===== src/rtl/burst_addr_gen.sv =====
module burst_addr_gen #(
  parameter int AW = 17
) (
  input  logic          clk,
  input  logic          rst,
  input  logic          cs_n,
  input  logic          ld_cpu_n,
  input  logic          ld_ctl_n,
  input  logic          adv_n,
  input  logic          burst_mode,
  input  logic [AW-1:0] addr_in,
  output logic [AW-1:0] addr_out
);
  localparam int LW = 2;

  logic [AW-1:0] base_q;
  logic [LW-1:0] beat_q;
  logic          ilv_q;
  logic          load;
  logic [LW-1:0] low;

  assign load = (!ld_cpu_n && !cs_n) || !ld_ctl_n;

  always_ff @(posedge clk) begin
    if (rst) begin
      base_q <= '0;
      beat_q <= '0;
      ilv_q  <= 1'b0;
    end else if (load) begin
      base_q <= addr_in;
      beat_q <= '0;
      ilv_q  <= burst_mode;
    end else if (!adv_n) begin
      beat_q <= beat_q + 1'b1;
    end
  end

  assign low      = ilv_q ? (base_q[LW-1:0] ^ beat_q) : (base_q[LW-1:0] + beat_q);
  assign addr_out = {base_q[AW-1:LW], low};
endmodule



===== config.mk =====
export PLATFORM = sky130hd
export DESIGN_NAME = burst_addr_gen
export DESIGN_NICKNAME = d
export VERILOG_FILES = /design/src/rtl/burst_addr_gen.sv
export SDC_FILE = /design/constraint.sdc
export NUM_CORES = 1
export LEC_CHECK = 0
export BUFFER_PORTS_ARGS = -buffer_cell sky130_fd_sc_hd__clkbuf_2
export CORE_AREA = 2 2 64 66
export DETAILED_ROUTE_END_ITERATION = 10
export DIE_AREA = 0 0 66 68
export PLACE_DENSITY = 0.54
export RECOVER_POWER = 100
export SLEW_MARGIN = 15
export SYNTH_ARGS = -nofsm -noshare
export SYNTH_HDL_FRONTEND = slang
export SYNTH_SLANG_ARGS = --single-unit

===== constraint.sdc =====
create_clock -name clk -period 1.17 [get_ports clk]
set_clock_uncertainty 0.2 [all_clocks]
set_input_delay 0.117 -clock clk [delete_from_list [all_inputs] [get_ports clk]]
set_output_delay 0.117 -clock clk [all_outputs]
set_load 0.05 [all_outputs]

==> results.cfg <==
[sta]
relSlewSlack = 0.846
whs_ps = 73.9
hold_viol = 0
finalWorstSetupSlack_ps = -351
layout_min_cycle_time_ps = 1520
finalSetupTns_ps = -578
timing.fmax_mhz = 657
grt_setup_unrepaired = true
maxSlewViolCount = 0
setup_viol = 3
period_share = 1.30
worst_pin_slew_ps = 230

[hold_path]
hp-class = input port to flop

[run]
maxCapViolCount = 0

[layout]
final_nets = 182
antenna_cells = 0
drive_gt1_frac = 0.429
syn2layout_area_growth_pct = 62.7

[worst_setup_path]
critPathKind = flop to output port
critPathRequiredTime_ps = 850
cp-end-kind = output port
cp-start-kind = flop
cp_max_fo = 2
rrSetupSlack_ps = -80
arrival_ps = 1200

[detailed_routing]
drt-pass1-iter-count = 4
viasPerCell = 4.06
drt_iter0_drc = 7
ant_nets = 0
vias = 837
post_drt_wl_per_cell_microns = 11.2
wirelength_microns = 2310
drc = 0

[global_route]
grt_pass1_vias = 799
grt_first_pass_wirelength_microns = 3620
grt_antenna_before_repair = 0
grt_overflow_total = 0
track_usage = 0.107
grt_max_degree = 21

[power]
finalPower_uw = 1730
p_sw_uw = 505
combPwrFrac = 0.270
power_leakage_uw = 0.000636
p_int_uw = 1230
power_density_nw_per_um2 = 1180
power.share.clock = 0.300
p_seq_frac = 0.430
netSwitchingFraction = 0.291
peakVddDrop_v = 0.000474

[cts]
ctsHtreeMaxLevel = 1
cts_tree = done
clk_pin_slew_ps = 70
cts_root_buf = clkbuf_8
clockBufferDepth = 2
numCtsBuffers = 3
clk_latency_ps = 250
cts.sinks = 20
cts_setup_buffers = 0

[floorplanning]
rows = 23
start_util = 0.234
die_area_sq_um = 4490
fp.dieW_microns = 66
core_sq_um = 3860
num_io_pins = 41
die_y_microns = 68

[status]
status = complete, but fails checks
violations = negative setup slack

[placed_design]
io_buffers = 40
dp_hpwl_microns = 1450
pre_cts_slack_ps = -139
place_congestion = 0.663

[logic_synthesis]
yosysSeqAreaShare = 0.443
ys_types = 16
synth_area_sq_um = 903
synth.avg_cell_area_sq_um = 8.52
synth_warnings = 0
netlist_instances = 106
synth_nets = 131
ys_ff_latch = 20
## area by class of cell
class,count,area (sq um)
Fill cell,402,2390
Timing Repair Buffer,67,552
Sequential cell,20,405
Multi-Input combinational cell,65,395
Tap cell,50,62.6
Clock buffer,4,55.1
## critical path, cell delays in order (launching register included)
cell and delay [ps]:
dfxtp_4 370, ha_4 120, nor2b_4 180, xnor2_4 140
buf_12 150
## worst paths after layout
kind / from / to / cells past startpoint
setup / recovery: beat_q[0] / addr_out[1] / 4
hold / removal: adv_n / beat_q[0] / 3
setup reg to reg: beat_q[0] / beat_q[1] / 4
hold reg to reg: base_q[5] / base_q[5] / 2
## kinds of logic (layout without fill, tap and decap cells)
logic type	Yosys count	count (layout)	share of synthesized area
and+or+nand+nor	41	41	0.191
AOI/OAI and AO/OA	20	20	0.155
adders and majority gates	1	1	0.0138
DFF	20	20	0.443
buffers and inverters	21	71	0.168
xor gates and xnor gates	3	3	0.0291
## cell usage in the layout, fill, tap and decap left out, drive strengths merged
cell type,n
nor4,1
a21oi,18
o21a,1
o21ai,1
nand2,36
and2b,1
xnor2,3
clkbuf,30
dlygate4sd3,20
nor2b,2
nor3,1
buf,21
ha,1
dfxtp,20
## cell usage after synthesis, drive strengths merged
| cell type | instances | area share |
|---|---|---|
| nor3 | 1 | 0.0055 |
| nor2b | 2 | 0.014 |
| dfxtp | 20 | 0.44 |
| nand2 | 36 | 0.15 |
| ha | 1 | 0.014 |
| clkbuf | 2 | 0.0083 |
| nor4 | 1 | 0.014 |
| buf | 19 | 0.16 |
| a21oi | 18 | 0.14 |
| and2b | 1 | 0.0083 |
| o21a | 1 | 0.0083 |
| xnor2 | 3 | 0.029 |
| o21ai | 1 | 0.0055 |
## flip-flops by register name (all words and copies together), names as in the netlist
register and count:
beat_q 2, base_q 17, ilv_q 1
## routing by layer
metal | share of wire | vias to the layer above | track usage | wire [microns]
met5 | 0 | - | 0 | 0
met3 | 0.062 | 2 | 0.0263 | 143
met4 | 0.0043 | 0 | 0.0306 | 10
met2 | 0.49 | 33 | 0.187 | 1130
li1 | - | 424 | - | -
met1 | 0.45 | 378 | 0.132 | 1030
## stage by stage
step | util | area, sq um | cells
after floorplan | - | 932 | 106
after global placement | 0.299 | 1150 | 182
after detailed placement | 0.299 | 1150 | 182
after CTS | 0.378 | 1460 | 206
after global routing | 0.381 | 1470 | 206
final | 0.381 | 1470 | 206
## power by group through the flow
| stage | Sequential (uW) | Combinational, uW | Clock (uW) |
|---|---|---|---|
| 2_1_floorplan | 754 | 303 | 0 |
| 3_3_place_gp | 757 | 388 | 0 |
| 3_5_place_dp | 759 | 394 | 0 |
| 4_1_cts | 745 | 465 | 545 |
| 5_1_grt | 751 | 498 | 583 |
| 6_report | 745 | 468 | 520 |
## repair_timing
item | in CTS | in global routing
pin swaps | 2 | 3
endpoints found under the setup margin | 17 | 16
hold buffers | 20 | 1
resized for setup | 18 | 17
hold endpoints to repair | 20 | 4
(Power assumes the default switching activity.)
